`config.mk`:
```
export PLATFORM = sky130hd
export DESIGN_NAME = dt_complement
export DESIGN_NICKNAME = d
export VERILOG_FILES = /design/src/rtl/dt_pkg.sv /design/src/rtl/dt_timer.sv /design/src/rtl/dt_pair.sv /design/src/rtl/dt_complement.sv
export SDC_FILE = /design/constraint.sdc
export NUM_CORES = 1
export LEC_CHECK = 0
export BUFFER_PORTS_ARGS = -buffer_cell sky130_fd_sc_hd__buf_2
export CAP_MARGIN = 10
export CELL_PAD_IN_SITES_DETAIL_PLACEMENT = 0
export CELL_PAD_IN_SITES_GLOBAL_PLACEMENT = 1
export CORE_MARGIN = 5
export CORE_UTILIZATION = 41
export CTS_CLUSTER_DIAMETER = 100
export CTS_CLUSTER_SIZE = 8
export DETAILED_ROUTE_END_ITERATION = 7
export GPL_TIMING_DRIVEN = 0
export PLACE_DENSITY = 0.73
export SLEW_MARGIN = 20
export SYNTH_ARGS = -nofsm -noshare
export SYNTH_HDL_FRONTEND = slang
export SYNTH_SLANG_ARGS = --single-unit
```
`constraint.sdc`:
```
create_clock -name clk -period 2.3 [get_ports clk]
set_clock_uncertainty 0.05 [all_clocks]
set_input_delay 0.46 -clock clk [delete_from_list [all_inputs] [get_ports clk]]
set_output_delay 0.46 -clock clk [all_outputs]
set_load 0.005 [all_outputs]
```
`src/rtl/dt_pkg.sv`:
```
package dt_pkg;
  localparam int PRE_W = 4;

  typedef enum logic [2:0] {
    ST_IDLE,
    ST_ON_E,
    ST_ON_O,
    ST_WAIT_E,
    ST_WAIT_O
  } pair_st_e;

  // prescale division minus one for a select code
  function automatic logic [PRE_W-1:0] ps_div_m1(input logic [1:0] ps);
    case (ps)
      2'b10:   return PRE_W'(3);
      2'b11:   return PRE_W'(15);
      default: return PRE_W'(0);
    endcase
  endfunction

  // gap length in system clocks
  function automatic int dt_cycles(input int val, input logic [1:0] ps);
    return val * (int'(ps_div_m1(ps)) + 1);
  endfunction
endpackage

```
`src/rtl/dt_timer.sv`:
```
module dt_timer
  import dt_pkg::*;
#(
  parameter int CNT_W = 6
) (
  input  logic             clk,
  input  logic             rst_n,
  input  logic             start,
  input  logic [CNT_W-1:0] val,
  input  logic [1:0]       ps,
  output logic             done
);
  logic [PRE_W-1:0] pre_q;
  logic [PRE_W-1:0] divm1_q;
  logic [CNT_W-1:0] tick_q;
  logic             run_q;
  logic             pre_wrap;

  assign pre_wrap = (pre_q == '0);
  assign done     = run_q && pre_wrap && (tick_q == CNT_W'(1));

  always_ff @(posedge clk or negedge rst_n) begin
    if (!rst_n) begin
      pre_q   <= '0;
      divm1_q <= '0;
      tick_q  <= '0;
      run_q   <= 1'b0;
    end else if (start) begin
      run_q   <= 1'b1;
      divm1_q <= ps_div_m1(ps);
      pre_q   <= ps_div_m1(ps);
      tick_q  <= val;
    end else if (run_q) begin
      if (done) begin
        run_q <= 1'b0;
      end else if (pre_wrap) begin
        pre_q  <= divm1_q;
        tick_q <= tick_q - CNT_W'(1);
      end else begin
        pre_q <= pre_q - PRE_W'(1);
      end
    end
  end

  // a running timer never reaches a zero tick count
  assert_tick_floor_R3: assert property (@(posedge clk) disable iff (!rst_n)
    run_q |-> (tick_q != '0));
  // a gap is started only with a non-zero length
  assert_start_len_R3: assert property (@(posedge clk) disable iff (!rst_n)
    start |-> (val != '0));
endmodule

```
`src/rtl/dt_pair.sv`:
```
module dt_pair
  import dt_pkg::*;
#(
  parameter int CNT_W = 6
) (
  input  logic             clk,
  input  logic             rst_n,
  input  logic             dt_on,
  input  logic [CNT_W-1:0] dt_val,
  input  logic [1:0]       dt_ps,
  input  logic             pwm,
  input  logic             pol_e,
  input  logic             pol_o,
  output logic             ch_e,
  output logic             ch_o
);
  localparam int GAP_W = CNT_W + PRE_W + 1;

  pair_st_e st_q, st_d;
  logic     raw_q;
  logic     start;
  logic     tm_done;
  logic     act_e, act_o;
  logic     lvl_change;

  assign lvl_change = (pwm != raw_q);

  dt_timer #(.CNT_W(CNT_W)) u_tm (
    .clk   (clk),
    .rst_n (rst_n),
    .start (start),
    .val   (dt_val),
    .ps    (dt_ps),
    .done  (tm_done)
  );

  always_comb begin
    st_d  = st_q;
    start = 1'b0;
    if (!dt_on) begin
      st_d = pwm ? ST_ON_E : ST_ON_O;
    end else if (st_q == ST_IDLE || lvl_change) begin
      start = 1'b1;
      st_d  = pwm ? ST_WAIT_E : ST_WAIT_O;
    end else if (tm_done && st_q == ST_WAIT_E) begin
      st_d = ST_ON_E;
    end else if (tm_done && st_q == ST_WAIT_O) begin
      st_d = ST_ON_O;
    end
  end

  always_ff @(posedge clk or negedge rst_n) begin
    if (!rst_n) begin
      st_q  <= ST_IDLE;
      raw_q <= 1'b0;
    end else begin
      st_q  <= st_d;
      raw_q <= pwm;
    end
  end

  assign act_e = (st_q == ST_ON_E);
  assign act_o = (st_q == ST_ON_O);
  assign ch_e  = act_e ^ pol_e;
  assign ch_o  = act_o ^ pol_o;

  // gap observer for the assertions: clocks with both sides inactive
  logic [GAP_W-1:0] gap_q;
  logic [GAP_W-1:0] dly_q;
  always_ff @(posedge clk or negedge rst_n) begin
    if (!rst_n) begin
      gap_q <= '0;
      dly_q <= '0;
    end else if (start) begin
      gap_q <= '0;
      dly_q <= GAP_W'(dt_cycles(int'(dt_val), dt_ps));
    end else if (!act_e && !act_o) begin
      if (gap_q != '1) gap_q <= gap_q + GAP_W'(1);
    end else begin
      gap_q <= '0;
    end
  end

  assert_no_overlap_R6: assert property (@(posedge clk) disable iff (!rst_n)
    !((ch_e ^ pol_e) && (ch_o ^ pol_o)));
  assert_fall_even_R4: assert property (@(posedge clk) disable iff (!rst_n)
    (act_e && !pwm) |=> !act_e);
  assert_fall_odd_R4: assert property (@(posedge clk) disable iff (!rst_n)
    (act_o && pwm) |=> !act_o);
  assert_plain_cmp_R2: assert property (@(posedge clk) disable iff (!rst_n)
    !dt_on |=> (act_e == $past(pwm)) && (act_o == !$past(pwm)));
  assert_gap_even_R3: assert property (@(posedge clk) disable iff (!rst_n)
    ($rose(act_e) && $past(st_q) == ST_WAIT_E) |-> (gap_q == dly_q));
  assert_gap_odd_R3: assert property (@(posedge clk) disable iff (!rst_n)
    ($rose(act_o) && $past(st_q) == ST_WAIT_O) |-> (gap_q == dly_q));
  assert_swallow_R7: assert property (@(posedge clk) disable iff (!rst_n)
    (st_q == ST_WAIT_E && dt_on && !pwm) |=> !act_e);
endmodule

```
`src/rtl/dt_complement.sv`:
```
module dt_complement
  import dt_pkg::*;
#(
  parameter int NPAIR = 2,
  parameter int CNT_W = 6
) (
  input  logic             clk,
  input  logic             rst_n,
  input  logic             dt_en,
  input  logic [1:0]       dt_ps,
  input  logic [CNT_W-1:0] dt_val,
  input  logic [NPAIR-1:0] pwm_raw,
  input  logic [NPAIR-1:0] pol_even,
  input  logic [NPAIR-1:0] pol_odd,
  output logic [NPAIR-1:0] ch_even,
  output logic [NPAIR-1:0] ch_odd
);
  logic dt_on;
  assign dt_on = dt_en && (dt_val != '0);

  for (genvar p = 0; p < NPAIR; p++) begin : g_pair
    dt_pair #(.CNT_W(CNT_W)) u_pair (
      .clk    (clk),
      .rst_n  (rst_n),
      .dt_on  (dt_on),
      .dt_val (dt_val),
      .dt_ps  (dt_ps),
      .pwm    (pwm_raw[p]),
      .pol_e  (pol_even[p]),
      .pol_o  (pol_odd[p]),
      .ch_e   (ch_even[p]),
      .ch_o   (ch_odd[p])
    );
  end

  // inactive pins throughout reset
  always_comb begin
    if (!rst_n) begin
      assert_rst_idle_R1: assert ((ch_even == pol_even) && (ch_odd == pol_odd));
    end
  end
endmodule

```
---- Word level (Yosys, flattened, before mapping) ----
Cells that the tools add are included.
word-level totals
  word-level logic and storage cells ...... 101
  output and inout port bits .............. 4
  register bits after elaboration ......... 38
  input bits .............................. 17
operators by class
  reductions and logical operators ........ 24
  eq/ne operators ......................... 18
  add/sub/neg operators ................... 4
  bitwise operators ....................... 4
  multiplexer cells ....................... 39
operators by type and width
  operator               number
  $mux W6                8
  $mux W4                8
  $mux W3                10
  $eq A3 B2 Y1 const B   4
  $eq A6 B1 Y1 const B   2
  $sub A6 B1 Y6 const B  2
  $mux W1                10
  $logic_and A1 B1 Y1    9
  $logic_not A4 Y1       2
  $pmux W4 S2            1
  $reduce_bool A2 Y1     4
  $sub A4 B1 Y4 const B  2
  $eq A3 B1 Y1 const B   2
  $eq A3 B3 Y1 const B   2
  $logic_not A3 Y1       2
  $reduce_and A3 Y1      2
  $reduce_bool A6 Y1     1
  $eq A2 B2 Y1 const B   2
  $mux W2                2
  $ne A2 B1 Y1 const B   2
  $ne A4 B1 Y1 const B   1
  $ne A4 B4 Y1 const B   1
  $reduce_and A2 Y1      2
  $xor A1 B1 Y1          4
  other kinds (2)        4

---- Longest topological paths before layout ----
Gate-level depths: netlist (run 1).
  word-level depth ........................ 8
  depth in mapped cells ................... 7
  mapped depth without buffers ............ 6

---- By module ----
A second synthesis (run 1) with hierarchy kept.
second synthesis, totals
  cell total of the unflattened synthesis .. 246
  area total of the unflattened synthesis .. 2205.9 um^2
by module, submodules not included
  module         instances  area an instance (um^2)  seq. area each (um^2)  cells each
  dt_timer       2          785.8                    325.3                  83
  dt_pair        2          309.0                    100.1                  39
  dt_complement  1          16.3                     0.0                    2

---- Worst setup path before layout (run 1) ----
OpenSTA, ideal clock, no wires.
  path type ............................... register to register
  start ................................... reg g_pair[0].u_pair.u_tm.pre_q[0]
  end ..................................... reg g_pair[0].u_pair.u_tm.pre_q[0]
  data arrival time ....................... 2017 ps
  buffers on the path ..................... 0
  library setup time ...................... 125 ps
  clock period less this slack ............ 2192 ps
  cell stages (with the launch flop) ...... 7
  required time ........................... 2125 ps
  path slack .............................. 108 ps
  path through ............................ dfrtp_1 -> inv_1 -> ha_1 -> or3b_2 -> o31a_4 -> mux2_4 -> mux2_4
on the way
  cells in the longest elaborated chain, start to end .. 5
  elaborated cells between the ends (all ways) .. 10
  those cells by class .................... 1 x add/sub; 1 x eq/ne; 4 x mux; 4 x reduce/logical
ends and longest elaborated chain
  what                                                      line                            text
  from (decl)                                               dt_timer.sv:13                  logic [PRE_W-1:0] pre_q;
  from (signal assigned)                                    dt_timer.sv:31                  pre_q <= ps_div_m1(ps);
  from (signal assigned)                                    dt_timer.sv:37                  pre_q <= divm1_q;
  from (signal assigned)                                    dt_timer.sv:40                  pre_q <= pre_q - PRE_W'(1);
  $sub A4 B1 Y4 / $logic_not A4 Y1 (equally long branches)  dt_timer.sv:40, dt_timer.sv:19
  $mux W4 / $logic_and A1 B1 Y1 (equally long branches)     dt_timer.sv:36, dt_timer.sv:20
  $mux W4 / $logic_and A1 B1 Y1 (equally long branches)     dt_timer.sv:34, dt_timer.sv:20
  $mux W4 / $ne A2 B1 Y1 (equally long branches)            -
  $mux W4 / $reduce_and A2 Y1 (equally long branches)       -
Parallel ways exist; a longest one is shown, timed or not. The select of a mux whose other input is x is not followed.
A chain may end at the register's enable or synchronous reset.

---- Final worst setup path (run 1) ----
  start ................................... reg g_pair[0].u_pair.u_tm.tick_q[1]
  end ..................................... reg g_pair[0].u_pair.u_tm.pre_q[0]
on the way
  cells in the longest elaborated chain, start to end .. 4
ends and longest elaborated chain
  what                                line            text
  from (decl)                         dt_timer.sv:15  logic [CNT_W-1:0] tick_q;
  from (signal assigned)              dt_timer.sv:32  tick_q <= val;
  from (signal assigned)              dt_timer.sv:38  tick_q <= tick_q - CNT_W'(1);
  $eq A6 B1 Y1                        dt_timer.sv:20  assign done = run_q && pre_wrap && (tick_q == CNT_W'(1));
  $logic_and A1 B1 Y1                 dt_timer.sv:20
  $ne A2 B1 Y1 (no source line)       -
  $reduce_and A2 Y1 (no source line)  -
Every way passes these cells.

==> impl_metrics.tcl, run 1 <==
set metrics [dict create \
    layout-drive-gt1-share_pct 21.7 \
    grt_pass1_vias 1732 \
    layout_min_cycle_time_ns 2.24 \
    slew_viol_final 0 \
    cp.required_ns 2.42 \
    cts.sinks 34 \
    r2r_slack_ns 0.06 \
    cts_tree "yes" \
    start_util_pct 42.0 \
    syn_area_um2 2130 \
    grt_pass1_wl_mm 8.20 \
    worst_pin_slew_ns 0.809 \
    clockBufferDepth 2 \
    syn_avg_cell_area_um2 9.26 \
    final_hold_viol_count 0 \
    ir_worst_vdd_mv 0.338 \
    clock_latency_ns 0.28 \
    dieArea_um2 6740 \
    hold_class "input port to async pin" \
    antenna_found_initial 0 \
    drt-initial-drc-count 74 \
    final_util_pct 47.9 \
    die_x_um 82.1 \
    fillers 531 \
    clockRootBuffer "clkbuf_8" \
    numCtsBuffers 5 \
    num_antenna_cells 0 \
    fmax_ghz 0.447 \
    status "finished, final reports clean" \
    fin_ws_ns 0.0610 \
    drc_errors 0 \
    ios 21 \
    cp-end-kind "register" \
    layout_commonest_cell "dfrtp_1" \
    dpl-instance-area_um2 2310 \
    grt-ovfl-total 0 \
    cap_violations 0 \
    setup_viol 0 \
    grt.total_usage_pct 15.8 \
    rows 26 \
    port_buffers 19 \
    finalInstanceArea_um2 2430 \
    vias_per_cell 5.35 \
    pre_cts_slack_ns -0.127 \
    synth_flop_cell "dfrtp_1" \
    max-slew-margin-rel_pct 46.0 \
    synth_warnings 0 \
    h-tree-depth 2 \
    routed_wl_mm 4.76 \
    core_um2 5070 \
    synth_top_area_share_pct 39.9 \
    gp_congestion 0.746 \
    fin_crit_sh_pct 97.3 \
    synth.yosys.seq_area_share_pct 39.9 \
    synth-seq-cells 34 \
    crit_fanout 6 \
    synth.distinct_cells 49 \
    path_clk_slew_ns 0.07 \
    drt_first_pass_iters 4 \
    syn_nets 253 \
    die_h_um 82.1 \
    vias 1756 \
    antenna_left 0 \
    synth_edf_count 0 \
    arrival_ns 2.36 \
    fin_cells 328 \
    dpl.hpwl_mm 3.43 \
    grt_max_degree 35 \
    power.leakage_nw 1.02 \
    synth_area_leader_cell "dfrtp_1" \
    critPathKind "register to register" \
    dp_cells 319 \
    p_per_area_nw_per_um2 940 \
    async_reset_ff_share_pct 100 \
    layout_common_cells "dfrtp_1, buf_2, nor2_1" \
    syn_to_final_growth_pct 14.2 \
    start_kind "register" \
    tns_ns 0 \
    wl_per_cell_um 14.5 \
    synth_area_leaders "dfrtp_1, a21oi_1, nor2_1" \
    finalNetCount 281 \
    synth_cells 230 \
]
==> cell usage after synthesis, types with 3 or more instances <==
library cell and count:
buf_4 4, inv_1 15, nand3_1 3, or3b_2 3, or3_1 5, or2_2 3, o211ai_1 3, dfrtp_1 34
a211oi_1 5, nand2_1 13, buf_2 5, o21ai_0 9, clkbuf_1 4, xnor2_1 9, nor2_1 21, nor3_1 5
ha_1 6, a31oi_1 8, xor2_1 7, a21oi_1 18, o311ai_0 3, nand2b_1 5, mux2_2 6
==> through the flow <==
step	power [mW]	hold WS (ns)
global placement	1.80	0.458
floorplan	1.59	0.114
finish	2.29	0.214
CTS	2.25	0.237
detailed placement	1.81	0.459
global route	2.48	0.277
==> sequential cells by signal, indices dropped and copies added, names as in the netlist <==
register	cells
g_pair.u_pair.u_tm.divm1_q	4
g_pair.u_pair.st_q	6
g_pair.u_pair.u_tm.run_q	2
g_pair.u_pair.u_tm.pre_q	8
g_pair.u_pair.raw_q	2
g_pair.u_pair.u_tm.tick_q	12
==> area by class of cell <==
class	count	area, um^2	share of cell area, %
Sequential cell	34	851	35.0
Tap cell	70	87.6	3.60
Inverter	15	56.3	2.31
Clock buffer	7	76.3	3.14
Buffer	13	76.3	3.14
Multi-Input combinational cell	168	1170	48.3
Timing Repair Buffer	21	110	4.53
==> repair_timing <==
item	CTS	global route
resized for setup	2	6
setup endpoints to repair	1	3
buffers inserted	0	2
hold buffers	0	0
endpoints found under the hold margin	0	0
==> cell families after synthesis <==
group	count (synthesis)	share of synthesized area [%]
DFF	34	39.9
xor gates and xnor gates	16	6.58
and+or+nand+nor	72	18.1
AOI/OAI and AO/OA	64	20.4
muxes	10	5.52
buffers and inverters	28	5.93
adders and majority gates	6	3.52
==> path summary, 6_finish.rpt <==
kind | start | endpoint | cells past startpoint
min in group clk | pwm_raw[0] | g_pair[0].u_pair.raw_q | 1
worst min register to register | g_pair[1].u_pair.u_tm.divm1_q[2] | g_pair[1].u_pair.u_tm.divm1_q[2] | 2
worst max-delay path | g_pair[0].u_pair.u_tm.tick_q[1] | g_pair[0].u_pair.u_tm.pre_q[0] | 7
worst min-delay path | rst_n | g_pair[0].u_pair.u_tm.tick_q[3] | 1
max in group asynchronous | rst_n | g_pair[0].u_pair.u_tm.divm1_q[2] | 1
worst max register to register | g_pair[0].u_pair.u_tm.tick_q[1] | g_pair[0].u_pair.u_tm.pre_q[0] | 7
==> where the power goes <==
group	internal, mW	switching (mW)
clock network	0.209	0.217
logic	0.456	0.434
registers	0.766	0.203
total	1.43	0.855
==> metal layers <==
layer,track usage [%],part of all wire [%],vias up
li1,-,-,883
met1,22.1,51,842
met2,23.9,43,24
met3,3.25,4.0,7
met4,5.98,1.6,0
met5,0,0,-
==> critical path, cell delays in order (launching register included) <==
cell and delay [ns]:
dfrtp_1 0.40, inv_2 0.09, ha_4 0.14, or4b_4 0.45, buf_6 0.15, o31a_4 0.29
mux2_4 0.30, mux2_4 0.25
No activity file was read; power rests on OpenSTA's default activity.
==> run 2, diff against run 1 <==
--- a/config.mk
+++ b/config.mk
@@ -15,7 +15,7 @@
 export CTS_CLUSTER_SIZE = 8
 export DETAILED_ROUTE_END_ITERATION = 7
 export GPL_TIMING_DRIVEN = 0
-export PLACE_DENSITY = 0.73
+export PLACE_DENSITY_LB_ADDON = 0.08
 export SLEW_MARGIN = 20
 export SYNTH_ARGS = -nofsm -noshare
 export SYNTH_HDL_FRONTEND = slang
==> impl_metrics.tcl, run 2 (synthesis results as in run 1) <==
set metrics [dict create \
    status "finished, final reports clean" \
    start_util_pct 42.0 \
    h-tree-depth 2 \
    cts_hold_buf 0 \
    crit_family "multiplexers" \
    ios 21 \
    max-slew-margin-rel_pct 47.7 \
    numCtsBuffers 5 \
    ir_worst_vdd_mv 0.461 \
    crit_fanout 6 \
    finalNetCount 280 \
    fin_crit_sh_pct 97.2 \
    cap_violations 0 \
    drc_errors 0 \
    cp_cell_sequence "inv_2 > ha_4 > or4b_1 > buf_4 > o31a_4 > mux2_4 > mux2_4" \
    worst_r2r_endpoint "g_pair[0].u_pair.u_tm.pre_q[0]" \
    r2r_slack_ns 0.06 \
    tns_ns 0 \
    cts_tree "yes" \
    power.leakage_nw 1.02 \
    rows 26 \
    grt_pass1_vias 1732 \
    final_util_pct 47.9 \
    reg2reg_depth 7 \
    fmax_ghz 0.447 \
    layout_min_cycle_time_ns 2.24 \
    cp-end-kind "register" \
    r2r-start "g_pair[0].u_pair.u_tm.tick_q[1]" \
    num_antenna_cells 0 \
    die_x_um 82.1 \
    grt-ovfl-total 0 \
    gp_congestion 0.772 \
    clockRootBuffer "clkbuf_8" \
    critPathKind "register to register" \
    core_um2 5070 \
    hold_class "input port to async pin" \
    drt-initial-drc-count 64 \
    clock_latency_ns 0.28 \
    largest_register_ffs 12 \
    dpl.hpwl_mm 3.43 \
    cp_slowest_cell "or4b_1" \
    grt_pass1_wl_mm 8.09 \
    fillers 520 \
    grt.total_usage_pct 15.5 \
    top_register "g_pair.u_pair.u_tm.tick_q" \
    slew_viol_final 0 \
    drt_first_pass_iters 4 \
    vias 1742 \
    antenna_found_initial 0 \
    setup_viol 0 \
    antenna_left 0 \
    max_stage_delay_ns 0.42 \
    cts.sinks 34 \
    layout-drive-gt1-share_pct 21.7 \
    path_clk_slew_ns 0.07 \
    cpMostUsedCell "mux2_4" \
    final_hold_viol_count 0 \
    port_buffers 19 \
    start_kind "register" \
    grt_max_degree 35 \
    clockBufferDepth 2 \
    syn_to_final_growth_pct 14.2 \
    dieArea_um2 6740 \
    arrival_ns 2.36 \
    worst_pin_slew_ns 0.784 \
    layout_commonest_cell "dfrtp_1" \
    largestRegisters "g_pair.u_pair.u_tm.tick_q x12, g_pair.u_pair.u_tm.pre_q x8, g_pair.u_pair.st_q x6" \
    cp_num_buf_inv 2 \
    vias_per_cell 5.31 \
    wl_per_cell_um 14.2 \
    p_per_area_nw_per_um2 947 \
    die_h_um 82.1 \
    routed_wl_mm 4.67 \
    cp.required_ns 2.43 \
    layout_common_cells "dfrtp_1, buf_2, nor2_1" \
]
-- run 2: changes by cell type in the layout (fill, tap and decap cells not counted), sizes merged --
cell,before,now
buf,30,29
clkinv,0,1
-- run 2: power breakdown --
part           internal (mW)  switching [mW]
sequential             0.766           0.201
clock                  0.242           0.224
combinational          0.441           0.429
total                   1.45           0.854
-- run 2: cell type report --
cell class	count	area, um^2	share of cell area [%]
plain buffers	13	72.6	2.98
flip-flops and latches	34	851	35.0
inverters	15	56.3	2.31
clock buffers	7	86.3	3.55
repair buffers	20	103	4.22
well taps	70	87.6	3.60
clock inverters	1	5.00	0.206
multi-input cells	168	1170	48.1
-- run 2: worst max-delay path by stage --
stage	cells past startpoint	start	end	slack (ns)
after floorplan	6	g_pair[0].u_pair.u_tm.pre_q[0]	g_pair[0].u_pair.u_tm.pre_q[0]	0.11
after global placement	5	dt_val[2]	g_pair[0].u_pair.u_tm.pre_q[3]	-0.13
after detailed placement	5	dt_val[2]	g_pair[1].u_pair.u_tm.pre_q[0]	-0.11
after CTS	7	g_pair[0].u_pair.u_tm.tick_q[1]	g_pair[0].u_pair.u_tm.pre_q[0]	0.02
after global routing	7	g_pair[0].u_pair.u_tm.tick_q[1]	g_pair[0].u_pair.u_tm.pre_q[0]	-0.006
final	7	g_pair[0].u_pair.u_tm.tick_q[1]	g_pair[0].u_pair.u_tm.pre_q[0]	0.06
-- run 2: metal layers --
layer / wire (um) / up-vias / part of all wire (%) / global-route usage, %
li1: - / 889 / - / -
met5: 0 / - / 0 / 0
met4: 49 / 0 / 1.0 / 3.99
met2: 1970 / 27 / 42 / 23.7
met3: 163 / 5 / 3.5 / 3.25
met1: 2490 / 821 / 53 / 22.3
-- run 2: timing repair --
action | 4_1_cts | 5_1_grt
setup buffers | 1 | 0
endpoints found under the setup margin | 1 | 1
resized for setup | 3 | 3
-- run 2: per-stage QoR --
step / hold slack, ns / cell area [um^2] / std cells / total power, mW / setup WS (ns)
after floorplan: 0.114 / 2130 / 230 / 1.59 / 0.108
after global placement: 0.455 / 2310 / 319 / 1.80 / -0.128
after detailed placement: 0.457 / 2310 / 319 / 1.81 / -0.111
after CTS: 0.231 / 2420 / 328 / 2.31 / 0.0162
after global routing: 0.271 / 2430 / 328 / 2.50 / -0.00610
final: 0.202 / 2430 / 328 / 2.30 / 0.0633
